File: src/rtl/iq_split_pkg.sv
// Package: shared types for the interleaved I/Q bus splitter.
// Assumes: three operating modes, decoded from two configuration bits.
package iq_split_pkg;

    typedef enum logic [1:0] {
        MODE_PASS = 2'd0,
        MODE_TXEN = 2'd1,
        MODE_FLAG = 2'd2
    } split_mode_e;

    // Decode the two configuration bits into an operating mode.
    function automatic split_mode_e pick_mode(input logic interleave, input logic flag_sync);
        if (!interleave)
            return MODE_PASS;
        else if (flag_sync)
            return MODE_FLAG;
        else
            return MODE_TXEN;
    endfunction

endpackage

File: src/rtl/iq_phase_ctl.sv
// Module: iq_phase_ctl
// Tracks whether an A word is waiting for its B partner. Each cycle it
// decides whether to load the A holding register and whether to emit a pair.
// Assumes: synchronous active-low reset; the mode comes from iq_split_pkg.
module iq_phase_ctl
    import iq_split_pkg::*;
(
    input  logic        clk,
    input  logic        rst_n,
    input  split_mode_e mode,
    input  logic        tx_en,
    input  logic        word_flag,
    output logic        load_a,
    output logic        emit_pair
);

    logic a_pending;
    logic a_pending_nxt;

    // Next-state and strobe decode for the pending-A tracker.
    always_comb begin
        load_a        = 1'b0;
        emit_pair     = 1'b0;
        a_pending_nxt = 1'b0;
        unique case (mode)
            MODE_TXEN: begin
                if (tx_en) begin
                    load_a        = !a_pending;
                    emit_pair     = a_pending;
                    a_pending_nxt = !a_pending;
                end
            end
            MODE_FLAG: begin
                if (!word_flag) begin
                    load_a        = 1'b1;
                    a_pending_nxt = 1'b1;
                end else begin
                    emit_pair     = a_pending;
                end
            end
            default: begin
                a_pending_nxt = 1'b0;
            end
        endcase
    end

    // Pending-A state register.
    always_ff @(posedge clk) begin
        if (!rst_n)
            a_pending <= 1'b0;
        else
            a_pending <= a_pending_nxt;
    end

endmodule

File: src/rtl/iq_lane_regs.sv
// Module: iq_lane_regs
// Holds the pending A word and the two output registers plus the pair strobe.
// Assumes: load_a and emit_pair are never both set in the same cycle, and
// pass_thru takes priority over both.
module iq_lane_regs #(
    parameter int DATA_W = 16
) (
    input  logic              clk,
    input  logic              rst_n,
    input  logic              pass_thru,
    input  logic              load_a,
    input  logic              emit_pair,
    input  logic [DATA_W-1:0] bus_a,
    input  logic [DATA_W-1:0] bus_b,
    output logic [DATA_W-1:0] out_a,
    output logic [DATA_W-1:0] out_b,
    output logic              pair_vld
);

    logic [DATA_W-1:0] hold_a;

    // Capture the A word that waits for its B partner.
    always_ff @(posedge clk) begin
        if (!rst_n)
            hold_a <= '0;
        else if (load_a)
            hold_a <= bus_a;
    end

    // Update the output pair and the strobe.
    always_ff @(posedge clk) begin
        if (!rst_n) begin
            out_a    <= '0;
            out_b    <= '0;
            pair_vld <= 1'b0;
        end else if (pass_thru) begin
            out_a    <= bus_a;
            out_b    <= bus_b;
            pair_vld <= 1'b1;
        end else if (emit_pair) begin
            out_a    <= hold_a;
            out_b    <= bus_a;
            pair_vld <= 1'b1;
        end else begin
            pair_vld <= 1'b0;
        end
    end

endmodule

File: src/rtl/iq_bus_splitter.sv
// Module: iq_bus_splitter (top)
// Splits an interleaved I/Q word stream into time-aligned A/B channels, or
// passes two separate buses straight through.
// Assumes: one word per clock on bus_a; synchronous active-low reset.
module iq_bus_splitter
    import iq_split_pkg::*;
#(
    parameter int DATA_W = 16
) (
    input  logic              clk,
    input  logic              rst_n,
    input  logic              cfg_interleave,
    input  logic              cfg_flag_sync,
    input  logic              tx_en,
    input  logic              word_flag,
    input  logic [DATA_W-1:0] bus_a,
    input  logic [DATA_W-1:0] bus_b,
    output logic [DATA_W-1:0] out_a,
    output logic [DATA_W-1:0] out_b,
    output logic              pair_vld
);

    split_mode_e mode;
    logic        load_a;
    logic        emit_pair;

    // Decode the configuration bits into an operating mode.
    always_comb mode = pick_mode(cfg_interleave, cfg_flag_sync);

    iq_phase_ctl u_phase (
        .clk       (clk),
        .rst_n     (rst_n),
        .mode      (mode),
        .tx_en     (tx_en),
        .word_flag (word_flag),
        .load_a    (load_a),
        .emit_pair (emit_pair)
    );

    iq_lane_regs #(.DATA_W(DATA_W)) u_lanes (
        .clk       (clk),
        .rst_n     (rst_n),
        .pass_thru (mode == MODE_PASS),
        .load_a    (load_a),
        .emit_pair (emit_pair),
        .bus_a     (bus_a),
        .bus_b     (bus_b),
        .out_a     (out_a),
        .out_b     (out_b),
        .pair_vld  (pair_vld)
    );

endmodule

File: config.mk
export PLATFORM = sky130hd
export DESIGN_NAME = iq_bus_splitter
export DESIGN_NICKNAME = d
export VERILOG_FILES = /design/src/rtl/iq_split_pkg.sv /design/src/rtl/iq_phase_ctl.sv /design/src/rtl/iq_lane_regs.sv /design/src/rtl/iq_bus_splitter.sv
export SDC_FILE = /design/constraint.sdc
export NUM_CORES = 1
export LEC_CHECK = 0
export BUFFER_PORTS_ARGS = -buffer_cell sky130_fd_sc_hd__buf_2
export CORE_UTILIZATION = 50
export CTS_BUF_LIST = sky130_fd_sc_hd__clkbuf_4 sky130_fd_sc_hd__clkbuf_8
export CTS_CLUSTER_SIZE = 40
export DETAILED_ROUTE_END_ITERATION = 10
export HOLD_SLACK_MARGIN = 0.1
export PLACE_DENSITY = 0.79
export REMOVE_ABC_BUFFERS = 1
export SYNTH_ARGS = -nofsm -noshare
export SYNTH_HDL_FRONTEND = slang
export SYNTH_SLANG_ARGS = --single-unit
File: constraint.sdc
create_clock -name clk -period 1.6 [get_ports clk]
set_clock_uncertainty 0.05 [all_clocks]
set_input_delay 0.32 -clock clk [delete_from_list [all_inputs] [get_ports clk]]
set_output_delay 0.32 -clock clk [all_outputs]
set_load 0.05 [all_outputs]
Word-level counts from Yosys, hierarchy flattened:

Index checks and enable logic that the tools add are counted.

* input port bits: 38
* output and inout port bits: 33
* bits in registers: 50

* equality and inequality tests: 2
* mux-type cells: 14
* reductions and logical operators: 3

Operator list (number)
* $mux 16: 4
* $mux 1: 6
* $mux 2: 2
* $pmux 1 s2: 2
* $eq 2x1->1 const B: 1
* $eq 2x2->1 const B: 1
* $logic_not 2->1: 1
* $reduce_bool 2->1: 1
* $logic_not 1->1: 1

Longest topological paths before layout:

Gate-level depths: netlist of the first run.

* word-level depth: 6
* gate-level depth with buffers: 6
* gate-level depth less buffers: 3

Modules after synthesis:

From an unflattened synthesis of the first run, not the netlist that was laid out.

* cells, all modules: 211
* area total of the unflattened synthesis: 2511.2 µm²

Modules (own cells, without submodules)
* iq_lane_regs: area each 2386.0 µm², times used 1, cells an instance 196
* iq_phase_ctl: area each 105.1 µm², times used 1, cells an instance 12
* iq_bus_splitter: area each 20.0 µm², times used 1, cells an instance 3

Worst setup path after synthesis of the first run:

Ideal clock, no wire load.

* kind: register to register
* start point: reg u_phase.a_pending
* end point: reg u_lanes.hold_a[10]
* data required time: 1.478 ns
* path slack: 0.346 ns
* clock period less this slack: 1.254 ns
* arrival time: 1.133 ns
* stages on the path, launching flop included: 7
* buffers on the path: 3
* cells stage by stage: dfxtp_1 -> buf_6 -> nor3b_1 -> o21a_1 -> buf_6 -> buf_12 -> mux2i_1

* longest elaborated chain between the ends: 3

RTL lines
* start, declared: line iq_phase_ctl.sv:17 `logic a_pending;`
* start signal, assigned: line iq_phase_ctl.sv:52 `a_pending <= a_pending_nxt;`
* $logic_not 1->1: line iq_phase_ctl.sv:28 `load_a = !a_pending;`
* $mux 1: line iq_phase_ctl.sv:27 `if (tx_en) begin`
* $pmux 1 s2: line iq_phase_ctl.sv:25 `unique case (mode)`
* end signal, assigned: line iq_lane_regs.sv:27 `hold_a <= bus_a;`
* end, declared: line iq_lane_regs.sv:20 `logic [DATA_W-1:0] hold_a;`

No other way between the ends.
A chain may end at the register's enable or synchronous reset.

Worst setup path after layout of the first run:

* start point: reg u_lanes.out_a[5]
* end point: out out_a[5]

RTL lines
* start, declared: line iq_lane_regs.sv:15 `output logic [DATA_W-1:0] out_a,`
* start signal, assigned: line iq_lane_regs.sv:37 `out_a <= bus_a;`
* start signal, assigned: line iq_lane_regs.sv:41 `out_a <= hold_a;`
* end, declared: line iq_bus_splitter.sv:18 `output logic [DATA_W-1:0] out_a,`

No word-level cell between the ends.

==> flow_summary.toml, run 1 <==
[synth]
synth_edf_count = 0
yosys_warnings = 0
ys.flop_type = "dfxtp_1"
synth_area_um2 = 2210
synthCells = 264
yosysUniqueCellTypes = 19
synth_area_per_cell_um2 = 8.36
synth_top_area_share_pct = 45.4
synth_seq_cells = 50
synth_area_leaders = "dfxtp_1 45%, o21ai_0 12%, a31oi_1 9.1%, mux2i_1 7.3%, nand3_1 7.3%"
yosys.area.top_type = "dfxtp_1"
async_reset_ff_share_pct = 0
ys_seq_area_share_pct = 45.4

[grt]
busiest_layer = "met2"
first_global_vias = 1794
use_met1_pct = 29.5
overflow = 0
grt_usage_pct = 23.2
grtUsageMet2_pct = 38.7
grt_first_pass_wirelength_mm = 8.18
antenna_found_initial = 0
grt_use_met3_pct = 4.17
grt_max_degree = 67

[power_and_ir_drop]
switching_share_pct = 31.4
power.net_switching_uw = 857
clkPwrFrac_pct = 28.0
vdd_drop_max_uv = 618
p_leak_nw = 1.08
p_comb_share_pct = 22.0
p_int_mw = 1.87
powerDensity_nw_per_um2 = 1030
power_frac_seq_pct = 50.0

[worst_setup_path]
crit_path_start_kind = "register"
startpoint = "u_lanes.out_a[5]"
cpPeakStageDelay_ns = 0.35
path_cells = "buf_2"
critPathSlowestCell = "dfxtp_1"
reg2reg_from = "u_phase.a_pending"
crit_fanout = 2
arrival_ns = 0.91
required_ns = 1.23
crit_path_end_kind = "primary output"
cp_num_buf_inv = 1
cp_top_family = "flip-flops"
critical_path_class = "reg -> out"

[sta]
max_slew_margin_pct = 76.2
setup-tns-final_ns = 0
finalMaxSlewViolations = 0
fin_crit_ns = 1.28
setup_ws_ns = 0.319
setup-violations-final = 0
rsz0062_at_grt = "false"
tightest_slew_ns = 0.358
min_period_over_period_pct = 80.1
hold_viol = 0
max_freq_mhz = 781

[cts]
ctsHoldBuffers = 0
cts_sinks = 50
clkTransAtPathRegs_ns = 0.09
postCtsResizedCells = 0
numCtsBuffers = 5
htree_levels = 2
cts_tree = "done"
clkLatencyLatePin_ns = 0.29
clockRootBuffer = "clkbuf_8"
post_cts_buffers = 0
clk_path_buf_depth = 2

[placement]
gp_congestion = 0.730
portBuffers = 70
dp_hpwl_mm = 3.29
dpl_cell_area_um2 = 2570
dp_cells = 366
pre_cts_ws_ns = 0.245

[drt]
drtPass1Iterations = 4
drc = 0
num_vias = 2127
first_iter_violations = 185
viasPerCell = 5.69
wl_per_cell_um = 13.7
wirelength_mm = 5.11
ant_nets = 0

[flow_run]
drv_cap = 0

[final_layout]
diodes = 0
final_cell_mix = "70 x buf_2, 55 x o21ai_0, 50 x dfxtp_1"
final_util_pct = 64.7
final_common_cell = "buf_2"
final_cells = 374
drive_gt1_share_pct = 28.1
area_growth_pct = 20.6
nets = 361
stdcell_area_um2 = 2660

[die]
die_x_um = 68.4
die-area_um2 = 4680
die_h_um = 68.4
core-area_um2 = 4120
fp-row-count = 23
initial_core_util_pct = 53.6
num_io_pins = 71

[worst_hold_path]
worstHoldStart = "bus_a[14]"
hp-class = "in -> reg"

[run_status]
status = "completed"
-- Yosys cell counts (all sizes together), types with 2 or more instances --
cell / instances
dfxtp: 50
nand3: 32
nand2: 32
a31oi: 32
and2: 2
o21ai: 65
mux2i: 17
buf: 13
clkbuf: 16
-- path summary, 6_finish.rpt --
path	endpoint	cells after the start	slack, ns
setup / recovery	out_a[5]	1	0.32
hold / removal	u_lanes.hold_a[14]	3	0.23
setup reg to reg	u_lanes.hold_a[0]	4	0.37
hold reg to reg	u_lanes.hold_a[7]	2	0.41
-- power by group through the flow --
stage	Clock, mW	Sequential (mW)	Combinational [mW]
finish	0.764	1.36	0.601
global route	0.836	1.37	0.650
CTS	0.784	1.36	0.603
detailed placement	0	1.39	0.601
global placement	0	1.39	0.594
floorplan	0	1.60	0.159
-- logic make-up (layout without fill, tap and decap cells) --
kind of cell	Yosys count	after routing	share of synthesized area, %
compound gates	98	98	24.1
simple gates	68	68	13.9
flops	50	50	45.4
buf+inv	30	90	8.05
mux	18	18	8.56
-- flip-flops by register name (all words and copies together) (netlist names) --
signal,count
u_phase.a_pending,1
u_lanes.out_a,16
u_lanes.hold_a,16
u_lanes.out_b,16
u_lanes.pair_vld,1
-- layer usage --
metal	up-vias	routed length (um)
met5	-	0
met4	0	49
met3	5	385
met2	84	2270
met1	974	2410
li1	1064	-
-- layout make-up --
class	instances	area, um2
Fill cell	369	1450
Multi-Input combinational cell	184	1030
Sequential cell	50	1000
Timing Repair Buffer	81	470
Clock buffer	7	90.1
Tap cell	50	62.6
Clock inverter	1	5.00
Inverter	1	3.75
-- stage by stage --
| stage | power [mW] | hold WS (ns) |
|---|---|---|
| 6_report | 2.73 | 0.226 |
| 4_1_cts | 2.75 | 0.224 |
| 3_5_place_dp | 1.99 | 0.398 |
| 3_3_place_gp | 1.98 | 0.393 |
| 5_1_grt | 2.86 | 0.226 |
| 2_1_floorplan | 1.76 | 0.370 |
(Power assumes the default switching activity.)
==> inputs of run 2 (changes only) <==
Clock period 1.6 ns to 1.3 ns, I/O delays scaled along.
==> run 2 against run 1 <==
  * Combinational power rose by 25%
  * Design area increased by 2.4%
  * Clock-buffer cell count fell by 1
  * Critical path type is now reg -> reg
  * Critical endpoint is now u_lanes.hold_a[0]
  * Largest cell class unchanged
==> flow_summary.toml, run 2 (same netlist as run 1, synthesis figures left out) <==
[placement]
gp_congestion = 0.773
dp_hpwl_mm = 3.36
portBuffers = 70

[final_layout]
final_util_pct = 66.2
drive_gt1_share_pct = 28.4
final_cell_mix = "70 x buf_2, 54 x o21ai_0, 50 x dfxtp_1"
multi_input_area_um2 = 1030
top_regs = "u_lanes.hold_a: 16 flops, u_lanes.out_a: 16 flops, u_lanes.out_b: 16 flops"
diodes = 0
nets = 361
fill_cells = 347
final_common_cell = "buf_2"
area_growth_pct = 23.5
ff_latch_area_um2 = 1000

[die]
fp-row-count = 23
initial_core_util_pct = 53.6
die_h_um = 68.4
die-area_um2 = 4680
core-area_um2 = 4120
num_io_pins = 71
die_x_um = 68.4

[worst_hold_path]
whs_path_depth = 3
hold_path_end = "u_lanes.hold_a[1]"
worstHoldStart = "bus_a[1]"
hp-class = "in -> reg"

[worst_setup_path]
reg2reg_from = "u_phase.a_pending"
crit_fanout = 17
worstReg2RegEnd = "u_lanes.hold_a[0]"
critical_path_class = "reg -> reg"
arrival_ns = 1.41
r2r_setup_slack_ns = 0.06
crit_path_start_kind = "register"
r2r_cells = 4
crit_path_end_kind = "register"
required_ns = 1.47

[drt]
drtPass1Iterations = 4
first_iter_violations = 198
num_vias = 2161
ant_nets = 0
viasPerCell = 5.78
drc = 0
wirelength_mm = 5.36
wl_per_cell_um = 14.3

[sta]
setup-tns-final_ns = 0
fin_crit_ns = 1.24
setup-violations-final = 0
min_period_over_period_pct = 95.3
max_freq_mhz = 807
tightest_slew_ns = 0.367
max_slew_margin_pct = 75.5
hold_viol = 0
holdWs_ns = 0.175
finalMaxSlewViolations = 0

[power_and_ir_drop]
vdd_drop_max_uv = 799
p_leak_nw = 1.11
powerDensity_nw_per_um2 = 1380
finalPower_mw = 3.75

[grt]
grt_max_degree = 67
grt_first_pass_wirelength_mm = 8.37
first_global_vias = 1834
overflow = 0
antenna_found_initial = 0
grt_usage_pct = 23.9

[cts]
clkTransAtPathRegs_ns = 0.09
clockRootBuffer = "clkbuf_8"
clk_path_buf_depth = 2
htree_levels = 2
cts_sinks = 50
numCtsBuffers = 5
ctsHoldBuffers = 0
clkLatencyLatePin_ns = 0.29
cts_tree = "done"

[run_status]
status = "completed"

[flow_run]
drv_cap = 0
==> run 2: layer usage <==
layer / track usage, % / wire length (um) / vias to the layer above
met2: 38.0 / 2500 / 88
met3: 5.00 / 401 / 6
met1: 31.0 / 2410 / 1001
met5: 0 / 0 / -
li1: - / - / 1066
met4: 10.4 / 47 / 0
==> run 2: final cells by class <==
type / count / share of cell area [%]
Multi-Input combinational cell: 184 / 37.9
Sequential cell: 50 / 36.7
Timing Repair Buffer: 81 / 17.7
Clock buffer: 6 / 3.03
Tap cell: 50 / 2.30
Clock inverter: 2 / 2.20
Inverter: 1 / 0.138
==> run 2: worst max path at each step <==
stage                       from                end  slack [ns]  depth (start not counted)
3_3_place_gp       cfg_flag_sync   u_lanes.pair_vld        0.02                          5
4_1_cts         u_lanes.out_a[3]           out_a[3]        0.06                          1
6_report       u_phase.a_pending  u_lanes.hold_a[0]        0.06                          4
2_1_floorplan  u_phase.a_pending  u_lanes.out_a[13]       -0.52                          3
5_1_grt        u_phase.a_pending  u_lanes.hold_a[8]       -0.05                          4
3_5_place_dp       cfg_flag_sync   u_lanes.out_b[8]       -0.04                          5
==> run 2: worst max-delay path, stage by stage (launching register included) <==
cell     delay, ns
dfxtp_1       0.35
nor3b_1       0.18
o21a_1        0.18
buf_12        0.18
mux2i_2       0.22
==> run 2: where the power goes <==
group / internal [mW] / switching [mW]
registers: 1.63 / 0.0464
logic: 0.225 / 0.527
clock network: 0.821 / 0.502
total: 2.68 / 1.08
==> run 2: repair_timing <==
action                                  in CTS  in global routing
endpoints found under the setup margin       0                  2
gates resized for setup                      0                  2
setup buffers                                0                  0
==> run 2: stage by stage <==
stage | cell area [um2] | worst slack [ns] | cells
2_1_floorplan | 2030 | -0.522 | 235
3_3_place_gp | 2580 | 0.0196 | 366
3_5_place_dp | 2580 | -0.0396 | 366
4_1_cts | 2720 | 0.0634 | 374
5_1_grt | 2730 | -0.0452 | 374
6_report | 2730 | 0.0609 | 374
==> inputs of run 3 (changes only) <==
Settings changed: CORE_MARGIN set to 2.
==> run 3 against run 2 <==
  * Highest routed layer unchanged
  * Via count fell by 0.14%
  * Register-to-register slack improved by 0.03 ns
  * Critical path type is now reg -> out
  * Clock-buffer cell count fell by 1
==> flow_summary.toml, run 3 (same netlist as run 1, synthesis figures left out) <==
[worst_setup_path]
cp_top_family = "flip-flops"
r2r_cells = 4
cp-endpoint = "out_a[4]"
critPathSlowestCell = "dfxtp_1"
crit_path_end_kind = "primary output"
r2r_setup_slack_ns = 0.09
crit_path_start_kind = "register"
critical_path_class = "reg -> out"
worst-path-stages = 1
crit_fanout = 2
path_cells = "buf_2"
required_ns = 0.99
cpPeakStageDelay_ns = 0.36
startpoint = "u_lanes.out_a[4]"
reg2reg_from = "u_phase.a_pending"
arrival_ns = 0.93
cp_num_buf_inv = 1
worstReg2RegEnd = "u_lanes.hold_a[2]"

[final_layout]
final_cell_mix = "70 x buf_2, 55 x o21ai_0, 49 x dfxtp_1"
fill_cells = 363
final_common_cell = "buf_2"
drive_gt1_share_pct = 29.3
final_cells = 376
multi_input_area_um2 = 1050
final_util_pct = 63.7
area_growth_pct = 23.9
nets = 362
diodes = 0
ff_latch_area_um2 = 1000
top_regs = "u_lanes.hold_a: 16 flops, u_lanes.out_a: 16 flops, u_lanes.out_b: 16 flops"

[sta]
max_freq_mhz = 806
finalMaxSlewViolations = 0
tightest_slew_ns = 0.348
setup-violations-final = 0
setup_ws_ns = 0.0590
min_period_over_period_pct = 95.5
setup-tns-final_ns = 0
rsz0062_at_grt = "false"
hold_viol = 0
fin_crit_ns = 1.24
max_slew_margin_pct = 76.8
holdWs_ns = 0.172

[cts]
numCtsBuffers = 5
cts_tree = "done"
clkLatencyLatePin_ns = 0.30
postCtsResizedCells = 0
ctsHoldBuffers = 0
clk_path_buf_depth = 2
post_cts_buffers = 0
clkTransAtPathRegs_ns = 0.09
htree_levels = 2
cts_sinks = 50
clockRootBuffer = "clkbuf_8"

[power_and_ir_drop]
p_leak_nw = 1.11
powerDensity_nw_per_um2 = 1290
vdd_drop_max_uv = 677

[die]
fp-row-count = 24
num_io_pins = 71
die_x_um = 70.4
core-area_um2 = 4290
die_h_um = 70.4
die-area_um2 = 4960
initial_core_util_pct = 51.4

[drt]
first_iter_violations = 212
num_vias = 2158
ant_nets = 0
wl_per_cell_um = 14.6
wirelength_mm = 5.49
drc = 0
viasPerCell = 5.74
drtPass1Iterations = 4

[flow_run]
drv_cap = 0

[placement]
dp_cells = 368
portBuffers = 70
dp_hpwl_mm = 3.52
pre_cts_ws_ns = -0.0169
gp_congestion = 0.761

[worst_hold_path]
hp-class = "in -> reg"

[grt]
antenna_found_initial = 0
grt_first_pass_wirelength_mm = 8.96
overflow = 0
first_global_vias = 2048
grt_usage_pct = 22.1
grt_max_degree = 67

[run_status]
status = "completed"
run 3: metal layers:
metal | part of all wire (%) | vias to the layer above | wire length (um) | global-route usage, %
met5 | 0 | - | 0 | 0
met4 | 0.98 | 0 | 54 | 7.05
met3 | 7.3 | 4 | 403 | 5.48
met2 | 47 | 96 | 2590 | 35.6
met1 | 44 | 987 | 2440 | 29.0
li1 | - | 1071 | - | -
run 3: area by class of cell:
class,instances,share of cell area (%)
inverter,1,0.137
clock buffer,5,2.52
timing repair buffer,82,18.6
sequential,50,36.7
multi-input combinational,184,38.3
tap,52,2.38
clock inverter,2,1.42
run 3: report_power, final:
part | leakage (nW) | internal [mW] | switching (mW)
Combinational | 0.638 | 0.238 | 0.531
Clock | 0.0542 | 0.566 | 0.500
Sequential | 0.414 | 1.63 | 0.0492
run 3: worst min path at each step:
stage / endpoint / slack [ns] / from / cells past startpoint
6_report: u_lanes.hold_a[12] / 0.17 / bus_a[12] / 3
2_1_floorplan: u_lanes.out_a[0] / 0.31 / cfg_interleave / 1
3_3_place_gp: u_lanes.hold_a[9] / 0.39 / u_lanes.hold_a[9] / 2
5_1_grt: u_lanes.hold_a[12] / 0.16 / bus_a[12] / 3
4_1_cts: u_lanes.hold_a[3] / 0.16 / bus_a[3] / 3
3_5_place_dp: u_lanes.hold_a[15] / 0.40 / u_lanes.hold_a[15] / 2
run 3: through the flow:
stage / total power [mW] / area (um2)
floorplan: 2.17 / 2030
global placement: 2.45 / 2590
detailed placement: 2.47 / 2590
CTS: 3.51 / 2700
global route: 3.66 / 2730
finish: 3.52 / 2730
